File: src/rtl/ata_tf_pkg.sv
package ata_tf_pkg;

    typedef enum logic [1:0] {
        SZ_BYTE = 2'd0,
        SZ_HALF = 2'd1,
        SZ_WORD = 2'd2,
        SZ_BAD  = 2'd3
    } acc_size_e;

    typedef enum logic [2:0] {
        K_ERR,
        K_DATA16,
        K_DATA32,
        K_REG,
        K_ALT
    } acc_kind_e;

    localparam logic [2:0] OFF_DATA   = 3'd0;
    localparam logic [2:0] OFF_ERRFEA = 3'd1;
    localparam logic [2:0] OFF_SCNT   = 3'd2;
    localparam logic [2:0] OFF_SNUM   = 3'd3;
    localparam logic [2:0] OFF_CYLLO  = 3'd4;
    localparam logic [2:0] OFF_CYLHI  = 3'd5;
    localparam logic [2:0] OFF_DRIVE  = 3'd6;
    localparam logic [2:0] OFF_STACMD = 3'd7;

    typedef struct packed {
        logic [7:0]  scnt;
        logic [7:0]  snum;
        logic [7:0]  cyllo;
        logic [7:0]  cylhi;
        logic [7:0]  drive;
        logic [7:0]  cmd;
        logic [7:0]  errr;
        logic [7:0]  stat;
        logic        phase;
        logic        wr;
        logic [15:0] hold;
        logic [15:0] data_wr;
        logic [31:0] rdata;
        logic        done;
        logic        err;
        logic        s_stat;
        logic        s_data;
        logic        s_cmd;
        logic        s_drv;
    } tf_state_t;

endpackage

File: src/rtl/ata_tf_decode.sv
module ata_tf_decode
    import ata_tf_pkg::*;
#(
    parameter logic [2:0] ALT_OFF = 3'd6
) (
    input  logic            ctrl,
    input  logic            write,
    input  logic [2:0]      off,
    input  logic [1:0]      size,
    output acc_kind_e       kind
);
    always_comb begin
        kind = K_ERR;
        if (ctrl) begin
            if (!write && off == ALT_OFF && size == SZ_BYTE)
                kind = K_ALT;
        end else if (off == OFF_DATA) begin
            if (size == SZ_HALF)
                kind = K_DATA16;
            else if (size == SZ_WORD)
                kind = K_DATA32;
        end else if (size == SZ_BYTE) begin
            kind = K_REG;
        end
    end
endmodule

File: src/rtl/ata_tf_bm_status.sv
module ata_tf_bm_status #(
    parameter int         BM_W     = 8,
    parameter int         INTR_BIT = 2,
    parameter logic [7:0] BM_RESET = 8'h60
) (
    input  logic            clk,
    input  logic            rst_n,
    input  logic            intr_post,
    output logic [BM_W-1:0] bm_q
);
    logic [BM_W-1:0] bm_d;

    always_comb begin
        bm_d = bm_q;
        if (intr_post)
            bm_d[INTR_BIT] = 1'b1;
    end

    always_ff @(posedge clk) begin
        if (!rst_n)
            bm_q <= BM_RESET[BM_W-1:0];
        else
            bm_q <= bm_d;
    end
endmodule

File: src/rtl/ata_taskfile_regs.sv
module ata_taskfile_regs
    import ata_tf_pkg::*;
#(
    parameter logic [7:0] STAT_RESET = 8'h40,
    parameter logic [7:0] ERR_RESET  = 8'h01,
    parameter logic [7:0] BM_RESET   = 8'h60,
    parameter logic [2:0] ALT_OFF    = 3'd6
) (
    input  logic        clk,
    input  logic        rst_n,
    input  logic        acc_valid,
    input  logic        acc_write,
    input  logic        acc_ctrl,
    input  logic [2:0]  acc_off,
    input  logic [1:0]  acc_size,
    input  logic [31:0] acc_wdata,
    output logic [31:0] acc_rdata,
    output logic        acc_done,
    output logic        acc_err,
    output logic        busy,
    input  logic [7:0]  status_in,
    input  logic        status_load,
    input  logic [7:0]  err_in,
    input  logic        err_load,
    input  logic [15:0] data_in,
    output logic [15:0] data_wr,
    input  logic        intr_post,
    output logic [7:0]  bm_status,
    output logic [7:0]  cmd_o,
    output logic [7:0]  drive_o,
    output logic        act_stat_rd,
    output logic        act_data,
    output logic        act_cmd,
    output logic        act_drv_sel
);
    localparam int HALF_W = 16;

    tf_state_t st_d, st_q;
    acc_kind_e kind;

    ata_tf_decode #(.ALT_OFF(ALT_OFF)) dec_i (
        .ctrl  (acc_ctrl),
        .write (acc_write),
        .off   (acc_off),
        .size  (acc_size),
        .kind  (kind)
    );

    ata_tf_bm_status #(.BM_W(8), .INTR_BIT(2), .BM_RESET(BM_RESET)) bm_i (
        .clk       (clk),
        .rst_n     (rst_n),
        .intr_post (intr_post),
        .bm_q      (bm_status)
    );

    always_comb begin
        st_d        = st_q;
        st_d.done   = 1'b0;
        st_d.err    = 1'b0;
        st_d.s_stat = 1'b0;
        st_d.s_data = 1'b0;
        st_d.s_cmd  = 1'b0;
        st_d.s_drv  = 1'b0;

        if (st_q.phase) begin
            st_d.phase  = 1'b0;
            st_d.s_data = 1'b1;
            st_d.done   = 1'b1;
            if (st_q.wr)
                st_d.data_wr = st_q.hold;
            else
                st_d.rdata = {data_in, st_q.hold};
        end else if (acc_valid) begin
            st_d.rdata = '0;
            st_d.done  = 1'b1;
            st_d.wr    = acc_write;
            unique case (kind)
                K_ERR: st_d.err = 1'b1;
                K_DATA16: begin
                    st_d.s_data = 1'b1;
                    if (acc_write)
                        st_d.data_wr = acc_wdata[HALF_W-1:0];
                    else
                        st_d.rdata = {{HALF_W{1'b0}}, data_in};
                end
                K_DATA32: begin
                    st_d.s_data = 1'b1;
                    st_d.done   = 1'b0;
                    st_d.phase  = 1'b1;
                    if (acc_write) begin
                        st_d.data_wr = acc_wdata[HALF_W-1:0];
                        st_d.hold    = acc_wdata[2*HALF_W-1:HALF_W];
                    end else begin
                        st_d.hold = data_in;
                    end
                end
                K_ALT: st_d.rdata = {24'h0, st_q.stat};
                K_REG: begin
                    if (acc_write) begin
                        unique case (acc_off)
                            OFF_SCNT:   st_d.scnt  = acc_wdata[7:0];
                            OFF_SNUM:   st_d.snum  = acc_wdata[7:0];
                            OFF_CYLLO:  st_d.cyllo = acc_wdata[7:0];
                            OFF_CYLHI:  st_d.cylhi = acc_wdata[7:0];
                            OFF_DRIVE: begin
                                st_d.drive = acc_wdata[7:0];
                                st_d.s_drv = 1'b1;
                            end
                            OFF_STACMD: begin
                                st_d.cmd   = acc_wdata[7:0];
                                st_d.s_cmd = 1'b1;
                            end
                            default: ;
                        endcase
                    end else begin
                        unique case (acc_off)
                            OFF_ERRFEA: st_d.rdata = {24'h0, st_q.errr};
                            OFF_SCNT:   st_d.rdata = {24'h0, st_q.scnt};
                            OFF_SNUM:   st_d.rdata = {24'h0, st_q.snum};
                            OFF_CYLLO:  st_d.rdata = {24'h0, st_q.cyllo};
                            OFF_CYLHI:  st_d.rdata = {24'h0, st_q.cylhi};
                            OFF_DRIVE:  st_d.rdata = {24'h0, st_q.drive};
                            OFF_STACMD: begin
                                st_d.rdata  = {24'h0, st_q.stat};
                                st_d.s_stat = 1'b1;
                            end
                            default: ;
                        endcase
                    end
                end
                default: st_d.err = 1'b1;
            endcase
        end

        if (status_load)
            st_d.stat = status_in;
        if (err_load)
            st_d.errr = err_in;
    end

    always_ff @(posedge clk) begin
        if (!rst_n) begin
            st_q      <= '0;
            st_q.stat <= STAT_RESET;
            st_q.errr <= ERR_RESET;
        end else begin
            st_q <= st_d;
        end
    end

    assign acc_rdata   = st_q.rdata;
    assign acc_done    = st_q.done;
    assign acc_err     = st_q.err;
    assign busy        = st_q.phase;
    assign data_wr     = st_q.data_wr;
    assign cmd_o       = st_q.cmd;
    assign drive_o     = st_q.drive;
    assign act_stat_rd = st_q.s_stat;
    assign act_data    = st_q.s_data;
    assign act_cmd     = st_q.s_cmd;
    assign act_drv_sel = st_q.s_drv;
endmodule

File: config.mk
export PLATFORM = sky130hd
export DESIGN_NAME = ata_taskfile_regs
export DESIGN_NICKNAME = d
export VERILOG_FILES = /design/src/rtl/ata_tf_pkg.sv /design/src/rtl/ata_tf_decode.sv /design/src/rtl/ata_tf_bm_status.sv /design/src/rtl/ata_taskfile_regs.sv
export SDC_FILE = /design/constraint.sdc
export NUM_CORES = 1
export LEC_CHECK = 0
export ABC_AREA = 1
export BUFFER_PORTS_ARGS = -buffer_cell sky130_fd_sc_hd__buf_2
export CAP_MARGIN = 20
export CORE_MARGIN = 5
export CORE_UTILIZATION = 25
export DETAILED_ROUTE_END_ITERATION = 10
export MAX_ROUTING_LAYER = met4
export PLACE_DENSITY_LB_ADDON = 0.12
export REMOVE_ABC_BUFFERS = 1
export SETUP_SLACK_MARGIN = 0.1
export SYNTH_ARGS = -nofsm -noshare
export SYNTH_HDL_FRONTEND = slang
export SYNTH_SLANG_ARGS = --single-unit
File: constraint.sdc
create_clock -name clk -period 1.35 [get_ports clk]
set_input_delay 0.27 -clock clk [delete_from_list [all_inputs] [get_ports clk]]
set_output_delay 0.27 -clock clk [all_outputs]
set_load 0.005 [all_outputs]
==> impl_results.md <==
- Status: finished with violations
- Post-synthesis simple-gate area fraction: 28.17%
- Worst hold path stage count: 3
- Worst-skew pair later-pin latency: 0.43 ns
- Fill cells: 2882
- Die Span Y: 175.3 µm
- Overflow after GRT: 0
- Final setup fails: 61
- 1st-iter DRT viols: 426
- Antenna fix cells: 0
- Synth top area cells: dfxtp_1, nand2_1, nor2_1
- Comb pwr share: 10.6%
- Net switching power: 2.616 mW
- Critical path endpoint category: output port
- Core area: 26950 µm²
- GPL Wtd Cong: 0.8143
- Netlist Area Pre-Place: 6828 µm²
- DP Wirelength: 18.39 mm
- Initial antenna violation count: 0
- Layout Cells excl Fill: 1503
- Hold/Removal Path Class: in2reg
- Cells on worst reg2reg path: 9
- Yosys warning total: 0
- Worst R2R End: st_q[61]$_SDFFE_PN0P_
- CTS tree: built
- XOR/XNOR Fraction of Synth Area: 0%
- Fmax achieved: 695.7 MHz
- Root Buffer: clkbuf_16
- RSZ-0062 raised after global routing: yes
- Clock share of power: 50.4%
- Syn_area_per_cell: 6.862 µm²
- FF-to-FF Start: busy$_SDFF_PP0_
- Top-Level Pins: 156
- Starting density of the core: 25.33%
- Required time of the critical path: 1.08 ns
- Pin count of the biggest net entering global routing: 69
- Placed Cells: 1445
- IR drop worst, VDD: 0.5748 mV
- Final WL: 26.81 mm
- Die area: 30720 µm²
- Post-route clock period utilization: 106.5%
- Layout area overhead: 42.92%
- Post-synth cell types: 30
- Proportion of synthesized area in mux cells: 0.1649%
- Hold EP: bm_i.bm_q[2]$_SDFFE_PN0P_
- Slew Limit Fails: 0
- FF-to-FF setup slack: -0.07 ns
- Vias in the first global route: 6575
- Final Hold Fails: 0
- Fin Hold WS: 0.05473 ns
- IO buf count: 148
- Leakage power: 4.489 nW
- Worst Min Path Start: intr_post
- First-pass GRT wire length: 39.09 mm
- Violated checks: setup timing
- Crit-path max FO: 8
- Worst Skew: 0.01257 ns
- Area fraction in compound gates after synthesis: 15.12%
- Clk slew on worst S/H paths: 0.06 ns
- Nets: 1228
- Die width: 175.3 µm
- Tmin final: 1.437 ns
- Post-synthesis adder-cell area fraction: 0%
- Wirelength per Cell: 17.84 µm
- Flops & latches, synth: 137
- Drt first pass iters: 7
- Synth area leader: dfxtp_1
- Sequential share of power: 39.0%
- CTS Buf Count: 17
- Total Power: 10.68 mW
- ANT nets after route: 0
- Std-Cell Rows: 60
- Gr usage total: 16.90%
- Hold Buf Count CTS: 0
- Share of cells above drive strength 1: 38.12%
- Mapped Cells: 995
- Register area share after synthesis: 40.17%
- Internal: 8.068 mW
- CTS H-tree lvls: 4
- Max cap viols: 0
- Power Dens Cells: 1095 nW/µm²
- Critical path type: reg2out
- Startpoint types: flip-flop
- Net Sw Frac: 24.49%
- Clk sink count: 137
- Vias: 6855
- Yosys top cell area share: 40.17%
- Via-per-instance ratio: 4.561
- Clock Path Buffers: 2
- PnR worst setup slack: -0.08745 ns
- Crit path DAT: 1.17 ns
- Residual DRC count: 0
- Largest family of logic cells by synthesized area: simple AND/OR/NAND/NOR gates
## repair_timing
| item | in CTS | in global routing |
|---|---|---|
| gates cloned | 5 | 8 |
| resized for setup | 54 | 231 |
| setup buffers | 4 | 15 |
| pin swaps | 2 | 51 |
| endpoints found under the hold margin | 0 | 0 |
| endpoints found under the setup margin | 119 | 119 |
## critical path: stages, from the launching register on
cell     delay [ns]
dfxtp_4        0.36
buf_12         0.14
buf_12         0.13
buf_6          0.11
## cells in the final DEF, fill, tap and decap left out, types with 3 or more instances in the layout
cell type | netlist | layout
dfxtp_2 | 0 | 9
a21oi_2 | 0 | 32
buf_6 | 6 | 25
nand4_1 | 49 | 49
o21ai_1 | 7 | 21
a21oi_1 | 88 | 54
nor3_1 | 10 | 10
buf_12 | 0 | 14
o21ai_0 | 102 | 37
inv_4 | 1 | 5
buf_4 | 72 | 63
nand3_1 | 29 | 29
nor2_1 | 160 | 150
clkinv_8 | 0 | 3
a31oi_1 | 3 | 3
nand2_2 | 3 | 6
dfxtp_1 | 137 | 127
o21ai_2 | 0 | 49
nand2_4 | 0 | 10
nor2_4 | 5 | 12
buf_8 | 0 | 4
buf_2 | 16 | 146
nor2_2 | 3 | 7
bufinv_16 | 0 | 6
inv_2 | 8 | 7
inv_1 | 66 | 60
clkbuf_16 | 0 | 22
conb_1 | 2 | 7
nand2_1 | 182 | 167
clkinv_4 | 0 | 3
## cells in the mapped netlist, drive strengths merged
cell	count
clkbuf	33
nand3	32
o21ai	109
inv	75
dfxtp	137
clkinv	1
conb	2
nor3	10
o22ai	2
nand2	185
a31oi	3
mux2	1
o211ai	1
or2	1
a21oi	88
buf	97
nor2	168
o21a	1
nand4	49
## worst max path at each step
| stage | to | slack (ns) | from |
|---|---|---|---|
| floorplan | st_q[54]$_SDFFE_PN0P_ | -1.13 | busy$_SDFF_PP0_ |
| global placement | acc_rdata[4]$_SDFFE_PN0P_ | -0.35 | acc_off[0] |
| detailed placement | acc_rdata[4]$_SDFFE_PN0P_ | -0.36 | acc_off[0] |
| CTS | data_wr[7]$_SDFFE_PN0P_ | -0.1 | busy$_SDFF_PP0_ |
| global route | data_wr[0]$_SDFFE_PN0P_ | -0.12 | busy$_SDFF_PP0_ |
| finish | busy | -0.09 | busy$_SDFF_PP0_ |
## layer usage
layer / wire, µm / vias up / track usage, %
met5: 0 / - / -
met4: 294 / 0 / 3.895
met3: 1039 / 18 / 2.777
met2: 12140 / 155 / 25.83
met1: 13340 / 3200 / 23.53
li1: - / 3482 / -
## flip-flops by register name, summed over array words and instances, names as in the netlist
| signal | cells |
|---|---|
| act_cmd | 1 |
| act_stat_rd | 1 |
| acc_done | 1 |
| act_drv_sel | 1 |
| acc_err | 1 |
| acc_rdata | 32 |
| drive_o | 8 |
| cmd_o | 8 |
| act_data | 1 |
| bm_i.bm_q | 1 |
| st_q | 65 |
| data_wr | 16 |
| busy | 1 |
## power by group through the flow
stage	clock network, mW	logic, mW	registers, mW
floorplan	0	0.319	4.25
global placement	0	0.946	4.25
detailed placement	0	0.942	4.25
CTS	5.47	0.998	4.16
global route	5.65	1.24	4.17
finish	5.38	1.14	4.17
## logic make-up after synthesis
group | count (synthesis)
AND/OR/NAND/NOR | 445
buffers and inverters | 206
AO/OA/AOI/OAI | 204
flip-flops | 137
other | 2
multiplexers | 1
## final cells by class
class / count / area (µm²) / area share (%)
clock buffer: 18 / 439.2 / 4.501
multi-input combinational: 658 / 3526 / 36.13
timing repair buffer: 260 / 2038 / 20.89
clock inverter: 12 / 224.0 / 2.295
sequential: 137 / 2758 / 28.26
inverter: 76 / 335.3 / 3.436
tap: 341 / 426.7 / 4.372
timing repair inverter: 1 / 11.26 / 0.1154
## through the flow
stage / area (µm²) / setup TNS, ns / setup WS, ns / utilization [%]
after floorplan: 6023 / -91.09 / -1.131 / -
after global placement: 7924 / -20.21 / -0.3547 / 29.40
after detailed placement: 7924 / -20.41 / -0.3581 / 29.40
after CTS: 8855 / -2.278 / -0.09900 / 32.86
after global routing: 9758 / -6.516 / -0.1194 / 36.21
final: 9758 / -1.870 / -0.08745 / 36.21
(Power assumes the default switching activity.)
